`src/rtl/raster_pkg.sv`:
```
package raster_pkg;
  localparam int CNT_W  = 16;
  localparam int SYNC_W = 15;
  localparam int NUM_AX = 2;
  localparam int AX_H   = 0;
  localparam int AX_V   = 1;

  typedef struct packed {
    logic [CNT_W-1:0]  total;
    logic [SYNC_W-1:0] sync_w;
    logic [CNT_W-1:0]  start;
    logic [CNT_W-1:0]  active;
  } axis_cfg_t;

  typedef struct packed {
    axis_cfg_t        h;
    axis_cfg_t        v;
    logic [NUM_AX-1:0] pol;
  } timing_cfg_t;
endpackage

```
`src/rtl/raster_rst_sync.sv`:
```
module raster_rst_sync #(
  parameter int STAGES = 2
) (
  input  logic clk,
  input  logic rst_n,
  output logic rst_n_sync
);
  logic [STAGES-1:0] chain_q;
  logic [STAGES-1:0] chain_n;

  always_comb begin
    chain_n = {chain_q[STAGES-2:0], 1'b1};
  end

  always_ff @(posedge clk or negedge rst_n) begin
    if (!rst_n) chain_q <= '0;
    else        chain_q <= chain_n;
  end

  assign rst_n_sync = chain_q[STAGES-1];
endmodule

```
`src/rtl/raster_axis_ctr.sv`:
```
module raster_axis_ctr #(
  parameter int W = 16
) (
  input  logic         clk,
  input  logic         rst_n,
  input  logic         en_i,
  input  logic [W-1:0] total_i,
  output logic [W-1:0] cnt_o,
  output logic         last_o
);
  localparam int XW = W + 1;

  logic [W-1:0]  cnt_q;
  logic [W-1:0]  cnt_n;
  logic [XW-1:0] cnt_inc;

  assign cnt_inc = {1'b0, cnt_q} + XW'(1);
  // a total of 0 or 1 makes every position the last one
  assign last_o  = (cnt_inc >= {1'b0, total_i});

  always_comb begin
    cnt_n = cnt_q;
    if (en_i) begin
      if (last_o) cnt_n = '0;
      else        cnt_n = cnt_inc[W-1:0];
    end
  end

  always_ff @(posedge clk or negedge rst_n) begin
    if (!rst_n) cnt_q <= '0;
    else        cnt_q <= cnt_n;
  end

  assign cnt_o = cnt_q;
endmodule

```
`src/rtl/raster_span.sv`:
```
module raster_span #(
  parameter int W  = 16,
  parameter int LW = 16
) (
  input  logic [W-1:0]  cnt_i,
  input  logic [W-1:0]  lo_i,
  input  logic [LW-1:0] len_i,
  output logic          in_o
);
  localparam int XW = W + 1;

  logic [XW-1:0] hi_x;

  // one extra bit so a window reaching past the counter range never wraps
  assign hi_x = {1'b0, lo_i} + XW'(len_i);
  assign in_o = (cnt_i >= lo_i) && ({1'b0, cnt_i} < hi_x);
endmodule

```
`src/rtl/raster_shadow.sv`:
```
module raster_shadow
  import raster_pkg::*;
(
  input  logic        clk,
  input  logic        rst_n,
  input  logic        load_i,
  input  timing_cfg_t cfg_i,
  output timing_cfg_t shadow_o
);
  timing_cfg_t sh_q;
  timing_cfg_t sh_n;

  always_comb begin
    sh_n = sh_q;
    if (load_i) sh_n = cfg_i;
  end

  always_ff @(posedge clk or negedge rst_n) begin
    if (!rst_n) sh_q <= '0;
    else        sh_q <= sh_n;
  end

  assign shadow_o = sh_q;
endmodule

```
`src/rtl/raster_timing_gen.sv`:
```
module raster_timing_gen
  import raster_pkg::*;
(
  input  logic              clk,
  input  logic              rst_n,
  input  logic [CNT_W-1:0]  cfg_h_total,
  input  logic [CNT_W-1:0]  cfg_v_total,
  input  logic [SYNC_W-1:0] cfg_h_sync_w,
  input  logic [SYNC_W-1:0] cfg_v_sync_w,
  input  logic [CNT_W-1:0]  cfg_h_start,
  input  logic [CNT_W-1:0]  cfg_v_start,
  input  logic [CNT_W-1:0]  cfg_h_active,
  input  logic [CNT_W-1:0]  cfg_v_active,
  input  logic [NUM_AX-1:0] cfg_sync_pol,
  output logic [CNT_W-1:0]  hcount_o,
  output logic [CNT_W-1:0]  vcount_o,
  output logic              hsync_o,
  output logic              vsync_o,
  output logic              de_o,
  output logic              sof_o
);
  logic        rst_ns;
  logic        live_q;
  logic        live_n;
  logic        frame_end;
  logic        shadow_load;
  timing_cfg_t cfg_in;
  timing_cfg_t shadow_q;

  axis_cfg_t         ax_cfg  [NUM_AX];
  logic [CNT_W-1:0]  ax_cnt  [NUM_AX];
  logic [NUM_AX-1:0] ax_last;
  logic [NUM_AX-1:0] ax_en;
  logic [NUM_AX-1:0] ax_sync;
  logic [NUM_AX-1:0] ax_act;

  logic [CNT_W-1:0] hcount_q, hcount_n;
  logic [CNT_W-1:0] vcount_q, vcount_n;
  logic             hsync_q, hsync_n;
  logic             vsync_q, vsync_n;
  logic             de_q, de_n;
  logic             sof_q, sof_n;

  raster_rst_sync #(.STAGES(2)) u_rst_sync (
    .clk        (clk),
    .rst_n      (rst_n),
    .rst_n_sync (rst_ns)
  );

  assign cfg_in.h.total  = cfg_h_total;
  assign cfg_in.h.sync_w = cfg_h_sync_w;
  assign cfg_in.h.start  = cfg_h_start;
  assign cfg_in.h.active = cfg_h_active;
  assign cfg_in.v.total  = cfg_v_total;
  assign cfg_in.v.sync_w = cfg_v_sync_w;
  assign cfg_in.v.start  = cfg_v_start;
  assign cfg_in.v.active = cfg_v_active;
  assign cfg_in.pol      = cfg_sync_pol;

  // live goes high one cycle after reset release; that first cycle primes the shadow
  assign live_n      = 1'b1;
  assign frame_end   = live_q & ax_last[AX_H] & ax_last[AX_V];
  assign shadow_load = ~live_q | frame_end;

  always_ff @(posedge clk or negedge rst_ns) begin
    if (!rst_ns) live_q <= 1'b0;
    else         live_q <= live_n;
  end

  raster_shadow u_shadow (
    .clk      (clk),
    .rst_n    (rst_ns),
    .load_i   (shadow_load),
    .cfg_i    (cfg_in),
    .shadow_o (shadow_q)
  );

  assign ax_cfg[AX_H] = shadow_q.h;
  assign ax_cfg[AX_V] = shadow_q.v;
  assign ax_en[AX_H]  = live_q;
  assign ax_en[AX_V]  = live_q & ax_last[AX_H];

  for (genvar a = 0; a < NUM_AX; a++) begin : g_axis
    raster_axis_ctr #(.W(CNT_W)) u_ctr (
      .clk     (clk),
      .rst_n   (rst_ns),
      .en_i    (ax_en[a]),
      .total_i (ax_cfg[a].total),
      .cnt_o   (ax_cnt[a]),
      .last_o  (ax_last[a])
    );

    raster_span #(.W(CNT_W), .LW(SYNC_W)) u_sync_span (
      .cnt_i (ax_cnt[a]),
      .lo_i  ('0),
      .len_i (ax_cfg[a].sync_w),
      .in_o  (ax_sync[a])
    );

    raster_span #(.W(CNT_W), .LW(CNT_W)) u_act_span (
      .cnt_i (ax_cnt[a]),
      .lo_i  (ax_cfg[a].start),
      .len_i (ax_cfg[a].active),
      .in_o  (ax_act[a])
    );
  end

  // output stage: next-state
  always_comb begin
    hcount_n = ax_cnt[AX_H];
    vcount_n = ax_cnt[AX_V];
    hsync_n  = 1'b0;
    vsync_n  = 1'b0;
    de_n     = 1'b0;
    sof_n    = 1'b0;
    if (live_q) begin
      hsync_n = ax_sync[AX_H] ^ shadow_q.pol[AX_H];
      vsync_n = ax_sync[AX_V] ^ shadow_q.pol[AX_V];
      de_n    = &ax_act;
      sof_n   = (ax_cnt[AX_H] == '0) && (ax_cnt[AX_V] == '0);
    end
  end

  // output stage: registers
  always_ff @(posedge clk or negedge rst_ns) begin
    if (!rst_ns) begin
      hcount_q <= '0;
      vcount_q <= '0;
      hsync_q  <= 1'b0;
      vsync_q  <= 1'b0;
      de_q     <= 1'b0;
      sof_q    <= 1'b0;
    end else begin
      hcount_q <= hcount_n;
      vcount_q <= vcount_n;
      hsync_q  <= hsync_n;
      vsync_q  <= vsync_n;
      de_q     <= de_n;
      sof_q    <= sof_n;
    end
  end

  assign hcount_o = hcount_q;
  assign vcount_o = vcount_q;
  assign hsync_o  = hsync_q;
  assign vsync_o  = vsync_q;
  assign de_o     = de_q;
  assign sof_o    = sof_q;
endmodule

```
`config.mk`:
```
export PLATFORM = sky130hd
export DESIGN_NAME = raster_timing_gen
export DESIGN_NICKNAME = d
export VERILOG_FILES = /design/src/rtl/raster_pkg.sv /design/src/rtl/raster_rst_sync.sv /design/src/rtl/raster_axis_ctr.sv /design/src/rtl/raster_span.sv /design/src/rtl/raster_shadow.sv /design/src/rtl/raster_timing_gen.sv
export SDC_FILE = /design/constraint.sdc
export NUM_CORES = 1
export LEC_CHECK = 0
export CELL_PAD_IN_SITES_DETAIL_PLACEMENT = 1
export CELL_PAD_IN_SITES_GLOBAL_PLACEMENT = 1
export CORE_MARGIN = 2
export CORE_UTILIZATION = 41
export DETAILED_ROUTE_END_ITERATION = 6
export GPL_TIMING_DRIVEN = 0
export PLACE_DENSITY = 0.86
export SLEW_MARGIN = 30
export SYNTH_ARGS = -nofsm -noshare
export SYNTH_HDL_FRONTEND = slang
export SYNTH_SLANG_ARGS = --single-unit
```
`constraint.sdc`:
```
create_clock -name clk -period 5.83 [get_ports clk]
set_input_delay 0.8745 -clock clk [delete_from_list [all_inputs] [get_ports clk]]
set_output_delay 0.8745 -clock clk [all_outputs]
set_load 0.01 [all_outputs]
```
## Yosys cells after proc, flatten, opt, wreduce, memory -nomap -nowiden

Index checks and enable logic that the tools add are counted.
Widths: inputs -> output; s select.

- Output and inout bits: 36
- Bits of input ports: 130
- Register bits after elaboration: 199

- $add $sub $neg: 4
- Multiplexer cells: 6
- Bitwise gates (word level): 6
- Reductions and logical operators: 8
- Order comparisons: 10

Operators with widths:

| cell | number |
|---|---|
| $add 16x1->17 const B | 2 |
| $add 16x16->17 | 2 |
| $ge 17x16->1 | 2 |
| $lt 16x17->1 | 2 |
| $ge 16x1->1 const B | 2 |
| $ge 16x16->1 | 2 |
| $logic_not 16->1 | 2 |
| $lt 16x15->1 | 2 |
| $mux 16 | 2 |
| $logic_and 1x1->1 | 5 |
| $mux 1 | 4 |
| $and 1x1->1 | 2 |
| $reduce_and 2->1 | 1 |
| $xor 1x1->1 | 2 |
| $not 1->1 | 1 |
| $or 1x1->1 | 1 |

## Longest topological paths before layout

- Depth in word-level cells: 5
- Gate-level depth with buffers: 17

## Modules after synthesis

From an unflattened synthesis, not the netlist that was laid out.

- Cells, all modules: 1391
- Area, all modules: 14453.9 um^2

Modules (own cells, without submodules):

| module | cells each | area an instance (um^2) | instances | seq. area each (um^2) |
|---|---|---|---|---|
| raster_shadow | 270 | 4822.1 | 1 | 3203.1 |
| raster_axis_ctr | 165 | 1398.8 | 2 | 400.4 |
| raster_span (g_axis[0].u_sync_span) | 185 | 1448.9 | 1 | 0.0 |
| raster_span (g_axis[1].u_act_span) | 180 | 1431.4 | 1 | 0.0 |
| raster_span (g_axis[0].u_act_span) | 185 | 1430.1 | 1 | 0.0 |
| raster_span (g_axis[1].u_sync_span) | 179 | 1401.3 | 1 | 0.0 |
| raster_timing_gen | 59 | 1068.5 | 1 | 925.9 |
| raster_rst_sync | 3 | 53.8 | 1 | 50.0 |

## Worst setup path before layout

OpenSTA, ideal clock, no wires.

- Kind: register -> register
- Start point: register u_shadow.sh_q (netlist bit u_shadow.shadow_o[18])
- End point: register de_q (netlist: de_o)
- Path buffers: 0
- Data required time: 5.729 ns
- Clock period less this slack: 3.821 ns
- Arrival: 3.720 ns
- Library setup time: 0.101 ns
- Cell stages (with the launch flop): 18
- Slack: 2.009 ns
- Cell sequence: dfrtp_1 ha_1 fa_1 a211oi_1 o21ai_0 a21o_1 a21o_1 a21o_1 a21oi_1 xor2_1 ha_1 a21o_1 a21o_1 a21o_1 a2111oi_0 o31a_1 a211oi_1 nor4_1

- Word-level cells in the longest chain between the ends: 5
- Elaborated cells between the ends (all ways): 6
- Those cells by class: 1 x add/sub; 2 x order compare; 1 x mux; 2 x reduce/logical

Ends and longest elaborated chain:

| element | line | text |
|---|---|---|
| from (decl) | raster_shadow.sv:10 | `timing_cfg_t sh_q;` |
| from (signal assigned) | raster_shadow.sv:20 | `else sh_q <= sh_n;` |
| $add 16x16->17 | raster_span.sv:15 | `assign hi_x = {1'b0, lo_i} + XW'(len_i);` |
| $lt 16x17->1 | raster_span.sv:16 | `assign in_o = (cnt_i >= lo_i) && ({1'b0, cnt_i} < hi_x);` |
| $logic_and 1x1->1 (*) | raster_span.sv:16 |  |
| $reduce_and 2->1 (*) | raster_timing_gen.sv:119 | `de_n = &ax_act;` |
| $mux 1 (*) | raster_timing_gen.sv:116 | `if (live_q) begin` |
| via de_n | raster_timing_gen.sv:41 | `logic de_q, de_n;` |
| to (signal assigned) | raster_timing_gen.sv:138 | `de_q <= de_n;` |
| to (decl) | raster_timing_gen.sv:41 |  |

Mark *: on every way through the listed nets, which the timed path passes. The rest lies on a longest branch.
A chain may end at the register's enable or synchronous reset.

## Worst setup path in the final report

- Start point: register g_axis[0].u_ctr.cnt_q[4]
- End point: register u_shadow.sh_q (netlist bit u_shadow.shadow_o[21])

- Word-level cells in the longest chain between the ends: 5

Ends and longest elaborated chain:

| element | line | text |
|---|---|---|
| from (decl) | raster_axis_ctr.sv:13 | `logic [W-1:0] cnt_q;` |
| from (signal assigned) | raster_axis_ctr.sv:31 | `else cnt_q <= cnt_n;` |
| $add 16x1->17 | raster_axis_ctr.sv:17 | `assign cnt_inc = {1'b0, cnt_q} + XW'(1);` |
| $ge 17x16->1 | raster_axis_ctr.sv:19 | `assign last_o = (cnt_inc >= {1'b0, total_i});` |
| $and 1x1->1 (2 in a row) | raster_timing_gen.sv:62 | `assign frame_end = live_q & ax_last[AX_H] & ax_last[AX_V];` |
| $or 1x1->1 | raster_timing_gen.sv:63 | `assign shadow_load = ~live_q \| frame_end;` |

No other way between the ends.

==> results.py <==
metrics = {
    "synthesis": {
        "synth_flop_cell": "dfrtp_1",
        "netlist_instances": 1129,
        "synth_edf_count": 0,
        "ys_ff_latch": 199,
        "ys_seq_area_share_pct": 39.2,
        "yosysWarnings": 0,
        "syn_area_sq_mm": 0.0127,
        "synth_cell_types": 61,
        "avgSynthCellArea_sq_um": 11.3,
        "ys_async_sr_fraction_pct": 100,
    },
    "global_routing": {
        "track_usage_pct": 22.6,
        "gr-total-overflow": 0,
        "grt_start_max_net_pins": 52,
        "grt_pass1_wl_mm": 57.8,
        "grt_antenna_before_repair": 0,
        "grt_pass1_vias": 10600,
    },
    "timing": {
        "setup_viol": 0,
        "finalHoldViolCount": 0,
        "fmax_ghz": 0.203,
        "min_period_ns": 4.93,
        "holdWs_ns": 0.186,
        "relSlewSlack_pct": 36.9,
        "clock-skew-final_ns": 0.0146,
        "fin_crit_sh_pct": 84.6,
        "maxSlewViolCount": 0,
        "rsz0062_at_grt": "no",
        "tightestPinTransition_ns": 0.922,
        "tns_ns": 0,
    },
    "flow_run": {
        "max_cap_violations": 0,
    },
    "floorplanning": {
        "die-area_sq_mm": 0.0324,
        "core_area_sq_mm": 0.0306,
        "die_x_um": 180,
        "start_util_pct": 41.6,
        "io_pins": 166,
        "die_h_um": 180,
        "fp-row-count": 64,
    },
    "power_and_ir_drop": {
        "vdd.ir_drop.worst_uv": 224,
        "p_per_area_mw_per_mm2": 279,
        "p_leak_uw": 0.00764,
    },
    "worst_setup_path": {
        "arrival_ns": 5.27,
        "path_max_fanout": 10,
        "critPathCaptureType": "flip-flop",
        "crit_type": "flip-flop to flip-flop",
        "start_kind": "flip-flop",
        "cp_num_buf_inv": 3,
        "required_ns": 6.17,
        "slowest_stage": "a311oi_2",
        "worstPathCellList": "buf_2 > nand3_1 > nor2_1 > nand3_1 > nor2_1 > nand3_1 > xnor2_1 > ha_1 > nand4_1 > nor2_1 > o21ai_0 > a311oi_2 > o21ai_2 > nand2_2 > buf_8 > buf_12 > mux2_4",
        "path_delay_family": "simple AND/OR/NAND/NOR gates",
        "slowest_delay_ns": 0.77,
    },
    "cts": {
        "cts-resized-gates": 0,
        "cts_setup_buffers": 0,
        "root_buffer": "clkbuf_16",
        "hold_buffers": 0,
        "cts_htree_levels": 4,
        "cts_tree": "built",
        "clockBufferDepth": 2,
        "clkTransAtPathRegs_ns": 0.08,
        "numCtsBuffers": 17,
        "clock_latency_ns": 0.46,
        "cts.sinks": 199,
    },
    "drt": {
        "drt-wirelength-per-cell_um": 20.9,
        "drt.antenna.violating_nets": 0,
        "detail_route.drc_violations": 0,
        "drt_iter0_drc": 437,
        "via_per_inst": 5.50,
        "routed_wl_mm": 36.0,
        "via_count": 9496,
        "dr.pass1.iters": 5,
    },
    "final_layout": {
        "area_delta_synth_final_pct": 22.4,
        "layout.cells.most_common": "dfrtp_1",
        "layout-drive-gt1-share_pct": 15.2,
        "layout.nets": 1608,
        "final_cell_mix": "dfrtp_1, clkdlybuf4s50_1, ha_1, mux2_4, inv_1",
        "num_antenna_cells": 0,
    },
    "placement": {
        "place_hpwl_mm": 26.9,
        "io_buffers": 165,
        "gp_congestion": 0.802,
    },
    "run_status": {
        "outcome": "finished, final reports clean",
    },
    "min_path": {
        "hold_path_class": "flip-flop to async pin",
    },
}
## cell usage after synthesis (10+ instances only)
cell type	instances	area [sq um]
xor2_1	26	228
inv_1	113	424
nand2b_1	13	81.3
nor4_1	11	68.8
nor2_1	31	116
ha_1	158	1980
o31ai_1	10	75.1
nand2_1	55	206
mux2_4	120	1800
a21o_1	27	203
dfrtp_1	199	4980
nand4_1	28	175
nor3_1	13	65.1
a21oi_1	45	225
a211oi_1	16	120
nand3_1	34	170
buf_12	10	200
o21ai_0	67	335
xnor2_1	28	245
## sequential cells by signal, indices dropped and copies added (netlist names)
signal and count:
g_axis.u_ctr.cnt_o 32, live_q 1, hcount_o 16, vcount_o 16, u_shadow.shadow_o 128, de_o 1, vsync_o 1, u_rst_sync.chain_q 2
hsync_o 1, sof_o 1
## where the power goes
part | total, uW | internal, uW | switching (uW)
Sequential | 1710 | 1530 | 178
Combinational | 1410 | 700 | 714
Clock | 1220 | 608 | 611
## metrics by stage
stage / total power [uW] / setup slack (ns) / util, % / cell area, sq um / std cells
finish: 4340 / 0.898 / 50.9 / 15600 / 1727
CTS: 4380 / 0.932 / 50.9 / 15600 / 1727
global placement: 3020 / 1.30 / 48.6 / 14900 / 1691
detailed placement: 3130 / 1.00 / 49.0 / 15000 / 1695
global route: 4600 / 0.675 / 50.9 / 15600 / 1727
floorplan: 2610 / 2.01 / - / 12700 / 1130
## layer usage
| metal | up-vias | wire length [um] | GRT usage, % |
|---|---|---|---|
| li1 | 4422 | - | - |
| met1 | 4800 | 15100 | 27.1 |
| met2 | 221 | 18900 | 41.6 |
| met3 | 53 | 1400 | 3.64 |
| met4 | 0 | 641 | 6.26 |
| met5 | - | 0 | 0 |
## logic make-up after synthesis
group | synth area share [%]
AO/OA/AOI/OAI | 11.1
XOR/XNOR | 3.72
flip-flops | 39.2
buffers and inverters | 5.85
other | 0.0295
multiplexers | 15.2
adder cells (fa/ha/maj) | 15.9
AND/OR/NAND/NOR | 9.09
## cell type report
| type | count | area [sq um] |
|---|---|---|
| inverter | 113 | 424 |
| clock inverter | 15 | 160 |
| buffer | 28 | 320 |
| clock buffer | 17 | 425 |
| timing repair buffer | 169 | 1760 |
| sequential | 199 | 4980 |
| fill | 3238 | 15000 |
| tap | 396 | 495 |
| multi-input combinational | 790 | 7000 |
## final timing paths
path	endpoint	slack [ns]	from	cells after the start
max	u_shadow.shadow_o[21]$_DFFE_PN0P_	0.90	g_axis[0].u_ctr.cnt_o[4]$_DFFE_PN0P_	17
min	u_shadow.shadow_o[84]$_DFFE_PN0P_	0.19	u_rst_sync.chain_q[1]$_DFF_PN0_	0
max reg2reg	u_shadow.shadow_o[21]$_DFFE_PN0P_	0.90	g_axis[0].u_ctr.cnt_o[4]$_DFFE_PN0P_	17
min reg2reg	u_shadow.shadow_o[84]$_DFFE_PN0P_	0.19	u_rst_sync.chain_q[1]$_DFF_PN0_	0
max in group asynchronous	u_shadow.shadow_o[25]$_DFFE_PN0P_	4.54	u_rst_sync.chain_q[1]$_DFF_PN0_	3
min in group clk	u_rst_sync.chain_q[1]$_DFF_PN0_	0.36	u_rst_sync.chain_q[0]$_DFF_PN0_	0
No activity file was read; power rests on OpenSTA's default activity.
